### src/rtl/usec_timer_pkg.sv
package usec_timer_pkg;

    typedef enum logic [1:0] {
        SEL_IDLE = 2'd0,
        SEL_LO   = 2'd1,
        SEL_HI   = 2'd2
    } rd_sel_e;

    typedef struct packed {
        logic fast;
        logic slow;
    } irq_pair_t;

    // Low-byte strobe wins when both strobes are raised together.
    function automatic rd_sel_e decode_sel(input logic lo, input logic hi);
        rd_sel_e s;
        if (lo)      s = SEL_LO;
        else if (hi) s = SEL_HI;
        else         s = SEL_IDLE;
        return s;
    endfunction

endpackage

### src/rtl/utmr_prescaler.sv
module utmr_prescaler #(
    parameter int DIV = 12
) (
    input  logic clk,
    input  logic rst,
    output logic tick
);
    localparam int PW = (DIV > 1) ? $clog2(DIV) : 1;

    generate
        if (DIV == 1) begin : g_pass
            assign tick = 1'b1;
        end else begin : g_div
            logic [PW-1:0] pre_q;
            logic          at_end;

            assign at_end = (pre_q == PW'(DIV - 1));
            assign tick   = at_end;

            always_ff @(posedge clk) begin
                if (rst)         pre_q <= '0;
                else if (at_end) pre_q <= '0;
                else             pre_q <= pre_q + 1'b1;
            end
        end
    endgenerate
endmodule

### src/rtl/utmr_counter.sv
module utmr_counter #(
    parameter int CNT_W = 12
) (
    input  logic             clk,
    input  logic             rst,
    input  logic             tick,
    output logic [CNT_W-1:0] cnt
);
    logic [CNT_W-1:0] cnt_q;

    always_ff @(posedge clk) begin
        if (rst)       cnt_q <= '0;
        else if (tick) cnt_q <= cnt_q + 1'b1;
    end

    assign cnt = cnt_q;
endmodule

### src/rtl/utmr_carry_pulse.sv
module utmr_carry_pulse #(
    parameter int LOG = 7
) (
    input  logic           clk,
    input  logic           rst,
    input  logic           tick,
    input  logic [LOG-1:0] low_bits,
    output logic           pulse
);
    logic pulse_q;

    // The advance that rolls the low field over is registered, so the pulse
    // lines up with the cycle in which the low field reads zero.
    always_ff @(posedge clk) begin
        if (rst) pulse_q <= 1'b0;
        else     pulse_q <= tick && (&low_bits);
    end

    assign pulse = pulse_q;
endmodule

### src/rtl/utmr_snapshot.sv
module utmr_snapshot #(
    parameter int HI_W = 4
) (
    input  logic            clk,
    input  logic            rst,
    input  logic            capture,
    input  logic [HI_W-1:0] upper,
    output logic [HI_W-1:0] held
);
    logic [HI_W-1:0] held_q;

    always_ff @(posedge clk) begin
        if (rst)          held_q <= '0;
        else if (capture) held_q <= upper;
    end

    assign held = held_q;
endmodule

### src/rtl/utmr_readmux.sv
module utmr_readmux
    import usec_timer_pkg::*;
#(
    parameter int RD_W = 8,
    parameter int HI_W = 4
) (
    input  rd_sel_e         sel,
    input  logic [RD_W-1:0] low_byte,
    input  logic [HI_W-1:0] held,
    output logic [RD_W-1:0] rd_data
);
    logic [RD_W-1:0] hi_word;

    generate
        if (HI_W < RD_W) begin : g_pad
            assign hi_word = {{(RD_W - HI_W){1'b0}}, held};
        end else begin : g_trim
            assign hi_word = held[RD_W-1:0];
        end
    endgenerate

    always_comb begin
        unique case (sel)
            SEL_LO:  rd_data = low_byte;
            SEL_HI:  rd_data = hi_word;
            default: rd_data = '0;
        endcase
    end
endmodule

### src/rtl/usec_timer.sv
module usec_timer
    import usec_timer_pkg::*;
#(
    parameter int CLK_PER_US = 12,
    parameter int CNT_W      = 12,
    parameter int RD_W       = 8,
    parameter int FAST_LOG   = 7,
    parameter int SLOW_LOG   = 10
) (
    input  logic            clk,
    input  logic            rst,
    input  logic            rd_lo_stb,
    input  logic            rd_hi_stb,
    output logic [RD_W-1:0] rd_data,
    output logic            irq_fast,
    output logic            irq_slow
);
    localparam int HI_W = CNT_W - RD_W;

    logic             us_tick;
    logic [CNT_W-1:0] cnt_q;
    logic [HI_W-1:0]  hold_q;
    rd_sel_e          sel;
    irq_pair_t        irq;

    assign sel = decode_sel(rd_lo_stb, rd_hi_stb);

    utmr_prescaler #(.DIV(CLK_PER_US)) u_pre (
        .clk  (clk),
        .rst  (rst),
        .tick (us_tick)
    );

    utmr_counter #(.CNT_W(CNT_W)) u_cnt (
        .clk  (clk),
        .rst  (rst),
        .tick (us_tick),
        .cnt  (cnt_q)
    );

    utmr_carry_pulse #(.LOG(FAST_LOG)) u_fast (
        .clk      (clk),
        .rst      (rst),
        .tick     (us_tick),
        .low_bits (cnt_q[FAST_LOG-1:0]),
        .pulse    (irq.fast)
    );

    utmr_carry_pulse #(.LOG(SLOW_LOG)) u_slow (
        .clk      (clk),
        .rst      (rst),
        .tick     (us_tick),
        .low_bits (cnt_q[SLOW_LOG-1:0]),
        .pulse    (irq.slow)
    );

    utmr_snapshot #(.HI_W(HI_W)) u_snap (
        .clk     (clk),
        .rst     (rst),
        .capture (sel == SEL_LO),
        .upper   (cnt_q[CNT_W-1:RD_W]),
        .held    (hold_q)
    );

    utmr_readmux #(.RD_W(RD_W), .HI_W(HI_W)) u_mux (
        .sel      (sel),
        .low_byte (cnt_q[RD_W-1:0]),
        .held     (hold_q),
        .rd_data  (rd_data)
    );

    assign irq_fast = irq.fast;
    assign irq_slow = irq.slow;
endmodule

### config.mk
export PLATFORM = sky130hd
export DESIGN_NAME = usec_timer
export DESIGN_NICKNAME = d
export VERILOG_FILES = /design/src/rtl/usec_timer_pkg.sv /design/src/rtl/utmr_prescaler.sv /design/src/rtl/utmr_counter.sv /design/src/rtl/utmr_carry_pulse.sv /design/src/rtl/utmr_snapshot.sv /design/src/rtl/utmr_readmux.sv /design/src/rtl/usec_timer.sv
export SDC_FILE = /design/constraint.sdc
export NUM_CORES = 1
export LEC_CHECK = 0
export BUFFER_PORTS_ARGS = -buffer_cell sky130_fd_sc_hd__buf_2
export CAP_MARGIN = 20
export CORE_MARGIN = 3
export CORE_UTILIZATION = 55
export CTS_CLUSTER_DIAMETER = 30
export DETAILED_ROUTE_END_ITERATION = 16
export HOLD_SLACK_MARGIN = 0.15
export PLACE_DENSITY = 0.74
export SYNTH_ARGS = -nofsm -noshare
export SYNTH_HDL_FRONTEND = slang
export SYNTH_SLANG_ARGS = --single-unit
### constraint.sdc
create_clock -name clk -period 3.6 [get_ports clk]
set_input_delay 0.72 -clock clk [delete_from_list [all_inputs] [get_ports clk]]
set_output_delay 0.72 -clock clk [all_outputs]
set_load 0.01 [all_outputs]
# ---- Yosys cells after proc, flatten, opt, wreduce, memory -nomap -nowiden
# Cells that the tools add are included.
dict set report word_totals {
  ff_bits 22
  inputBits 4
  elab_cells 18
}
dict set report classes {
  n_addsub 2
  n_eq_ne 3
  muxes 3
  reduce_logical 5
}
# cell n
set op_table {}
lappend op_table {{$pmux 8 s2} 1}
lappend op_table {{$add 12x1->12 const B} 1}
lappend op_table {{$reduce_and 10->1} 1}
lappend op_table {{$reduce_and 7->1} 1}
lappend op_table {{$add 4x1->4 const B} 1}
lappend op_table {{$eq 4x4->1 const B} 1}
lappend op_table {{$mux 2} 2}
lappend op_table {{$eq 2x1->1 const B} 1}
lappend op_table {{$eq 2x2->1 const B} 1}
lappend op_table {{$logic_and 1x1->1} 2}
lappend op_table {{$reduce_or 2->1} 1}

# ---- Depth between registers and ports, before layout
dict set report depth {
  ltp_word 4
  depth_mapped 5
}

# ---- By module
# Synthesis repeated with hierarchy kept, for this count alone.
dict set report unflattened {
  hier_cells 115
  hier_area_um2 1076.0
}
# module instances cells_each area_per_inst_um2
set modules_own_cells {}
lappend modules_own_cells {utmr_counter 1 58 530.5}
lappend modules_own_cells {utmr_prescaler 1 16 188.9}
lappend modules_own_cells {utmr_snapshot 1 13 140.1}
lappend modules_own_cells {utmr_readmux 1 16 107.6}
lappend modules_own_cells {{utmr_carry_pulse (u_slow)} 1 5 51.3}
lappend modules_own_cells {{utmr_carry_pulse (u_fast)} 1 5 47.5}
lappend modules_own_cells {usec_timer 1 2 10.0}

# ---- Worst setup path after synthesis
# Ideal clock, no wire load.
dict set report synth_path {
  path_kind {input-to-output}
  start {input rd_lo_stb}
  end {output rd_data[0]}
  t_arrival_ps 1435
  path_slack_ps 1445
  path_stages 4
  path_buffers 2
  cell_sequence {clkbuf_1 > clkbuf_1 > nand2_1 > o21ai_0}
}
dict set report synth_between {
  elab_chain_len 3
}
# element line
set synth_rtl {}
lappend synth_rtl {{start: declaration} usec_timer.sv:12} ;# input logic rd_lo_stb,
lappend synth_rtl {{$mux 2 (*)} usec_timer_pkg.sv:17} ;# if (lo) s = SEL_LO;
lappend synth_rtl {{$eq 2x2->1 / $eq 2x1->1 (equally long branches)} utmr_readmux.sv:23} ;# unique case (sel)
lappend synth_rtl {{$pmux 8 s2 (*)} utmr_readmux.sv:23}
lappend synth_rtl {{end: declaration} usec_timer.sv:14} ;# output logic [RD_W-1:0] rd_data,
# Mark *: on every way between the ends. The rest lies on a longest branch, timed or not.

# ---- Worst setup path in the final report
dict set report layout_path {
  start {input rd_lo_stb}
  end {output rd_data[1]}
}
# Same word-level chain as after synthesis.

==> flow_summary_export.csv <==
group,metric,value,unit
run_status,status,"finished clean",
place,postPlaceCellArea,0.00112,mm2
timing,hold_slack,0.504,ns
power_and_ir_drop,power.total,0.000374,W
timing,period_share,55.3,%
routing,drtAntennaViolNets,0,
timing,fmax,0.502,GHz
synthesis,synthTopCellsByArea,"dfxtp_1, mux2i_1, nor2_1",
synthesis,ys_seq_area_share,41.8,%
floorplanning,fp.coreArea,0.00176,mm2
clock_tree,cts_resized,0,
synthesis,synth_top_area_share,41.8,%
clock_tree,clk_latency,0.30,ns
place,io_buffers,13,
power_and_ir_drop,leakagePower,0.498,nW
grt,grt_overflow,0,
final_layout,multi_input_area,574,um2
timing,setup_viol,0,
power_and_ir_drop,switching_share,21.8,%
clock_tree,cts.path.max_buffers,2,
clock_tree,clkTransAtPathRegs,0.11,ns
setup_path,critical-path-max-stage-delay,0.23,ns
setup_path,crit_required,2.88,ns
synthesis,synthFlopType,"dfxtp_1",
grt,antenna_found_initial,0,
setup_path,slowest_stage,"buf_2",
floorplanning,io_pins,14,
final_layout,nets,136,
synthesis,syn_area,0.00105,mm2
routing,first_pass_iters,4,
setup_path,critical_path_class,"in2out",
grt,grt_pass1_vias,796,
routing,vias,857,
setup_path,r2r-end,"u_cnt.cnt[9]",
setup_path,arrival,1.27,ns
synthesis,synth_top_area_cell,"dfxtp_1",
timing,hold_violations,0,
timing,slew_viol_final,0,
synthesis,avgSynthCellArea,8.94,um2
routing,wl_met3,66,um
setup_path,endpoint_kind,"primary output",
final_layout,drive_above_1_share,17.2,%
timing,fin_tns_setup,0,ns
synthesis,synthArstFlopShare,0,%
power_and_ir_drop,pwr-share-seq,66.6,%
grt,grt_max_degree,28,
routing,finalWirelength,1980,um
setup_path,r2r-start,"u_pre.g_div.pre_q[0]",
synthesis,synth_nets,124,
worst_hold_path,whs_path_depth,1,
final_layout,seq_area,440,um2
routing,met1_length,957,um
power_and_ir_drop,ir_drop,0.243,mV
synthesis,yosysMostFrequentCell,"dfxtp_1",
timing,fin_crit,1.99,ns
setup_path,reg2reg_setup_slack,1.91,ns
floorplanning,die_w,49.8,um
worst_hold_path,hp-class,"reg2reg",
clock_tree,holdBufCountCts,0,
worst_hold_path,min_from,"u_pre.g_div.pre_q[0]",
grt,grt_pass1_wl,3460,um
routing,drt-initial-drc-count,6,
power_and_ir_drop,p_int,0.000292,W
routing,met2_wirelength,924,um
synthesis,yosys-top-cells-count,"dfxtp_1, nor2_1, nand2_1, a21oi_1, o21ai_0",
power_and_ir_drop,p_per_area,327,mW/mm2
floorplanning,die_area,0.00248,mm2
setup_path,crit_top_cell,"buf_2",
timing,worst_pin_slew,0.456,ns
setup_path,worstPathMaxFanout,16,
routing,top_layer_used,"met4",
synthesis,yosysWarningCount,0,
setup_path,cp_cell_sequence,"buf_2, nand2_1, o21ai_0, buf_2",
place,gp_congestion,0.764,
run,cap_viol_max_count,0,
place,hpwl,1490,um
routing,wire_per_inst,12.9,um
place,pre_cts_ws,1.60,ns
clock_tree,cts_buffers,3,
setup_path,worst-path-buf-inv,2,
timing,finalClockSkew,0.000671,ns
clock_tree,cts.sinks,22,
routing,via_per_inst,5.60,
synthesis,ys_types,31,
floorplanning,num_rows,15,
grt,groute.usage.overall,18.5,%
setup_path,r2r_cells,4,
timing,slew_headroom,69.6,%
power_and_ir_drop,p_comb_share,4.7,%
synthesis,synth-seq-cells,22,
synthesis,syn_inst,118,
timing,grt_setup_unrepaired,"false",
floorplanning,fp.dieH,49.8,um
routing,drc,0,
final_layout,areaGrowthSynthToFinish,8.18,%
setup_path,startpoint_type,"primary input",
clock_tree,cts_root_buf,"clkbuf_4",
final_layout,stdcell_area,0.00114,mm2
floorplanning,initial_core_util,59.8,%
final_layout,n_fill_cell,173,
clock_tree,cts_tree,"yes",
worst_hold_path,holdPathEnd,"u_pre.g_div.pre_q[0]",
clock_tree,post_cts_buffers,0,
synthesis,synth_edf_count,0,
final_layout,diodes,0,
timing,fin_ws,1.61,ns
clock_tree,h-tree-depth,1,
power_and_ir_drop,clkPwrFrac,28.7,%
power_and_ir_drop,p_sw,0.0000814,W
setup_path,crit_family,"buffers and inverters",
-- how the worst max path moves through the flow --
stage | slack (ns) | depth (start not counted) | from | end
floorplan | 1.45 | 4 | rd_lo_stb | rd_data[0]
global placement | 1.65 | 4 | rd_lo_stb | rd_data[0]
finish | 1.61 | 4 | rd_lo_stb | rd_data[1]
global route | 1.50 | 4 | rd_lo_stb | rd_data[1]
CTS | 1.60 | 4 | rd_lo_stb | rd_data[1]
detailed placement | 1.60 | 4 | rd_lo_stb | rd_data[1]
-- sequential cells by signal, indices dropped and copies added (netlist names) --
name               flops
u_slow.pulse           1
u_pre.g_div.pre_q      4
u_cnt.cnt             12
u_fast.pulse           1
u_snap.held            4
-- cells in the final DEF, fill, tap and decap left out, types with 3 or more instances in the layout --
cell type / instances
a21oi_1: 6
and2_1: 4
buf_2: 13
clkbuf_4: 3
dfxtp_1: 22
mux2_1: 3
mux2i_1: 5
nand2_1: 12
nand3_1: 4
nor2_1: 13
nor2b_1: 5
nor4_1: 5
o21ai_0: 6
o31ai_1: 3
or4_1: 3
-- power by group through the flow --
stage / Combinational (W) / Sequential [W] / Clock, W
6_report: 0.0000174 / 0.000249 / 0.000107
5_1_grt: 0.0000198 / 0.000249 / 0.000122
4_1_cts: 0.0000176 / 0.000249 / 0.000113
3_5_place_dp: 0.0000176 / 0.000254 / 0
3_3_place_gp: 0.0000166 / 0.000254 / 0
2_1_floorplan: 0.0000155 / 0.000254 / 0
-- cell type report --
type                    count  share of cell area (%)
flip-flops and latches     22                    38.6
multi-input cells          88                    50.3
clock buffers               3                    1.97
repair buffers             13                    5.70
inverters                   2                   0.658
well taps                  25                    2.74
-- cell families after synthesis --
logic type	share of synthesized area [%]
XOR/XNOR	1.66
multiplexers	10.1
AND/OR/NAND/NOR	31.8
adder cells (fa/ha/maj)	2.37
AO/OA/AOI/OAI	8.54
flip-flops	41.8
buffers and inverters	3.80
-- per-stage QoR --
stage / utilization (%) / instances
5_1_grt: 64.7 / 153
3_3_place_gp: 63.4 / 150
4_1_cts: 64.7 / 153
6_report: 64.7 / 153
3_5_place_dp: 63.4 / 150
2_1_floorplan: - / 118
-- worst register-to-register path, cell delays in order (launching register included) --
cell and delay, ns:
dfxtp_1 0.39, ha_1 0.33, nand3b_4 0.15, nor4_1 0.35, mux2_2 0.37
-- per-layer routing --
metal / global-route usage, % / up-vias
met2: 28.6 / 15
met1: 24.4 / 400
li1: - / 438
met4: 9.68 / 0
met5: 0 / -
met3: 3.02 / 4
No activity file was read; power rests on OpenSTA's default activity.
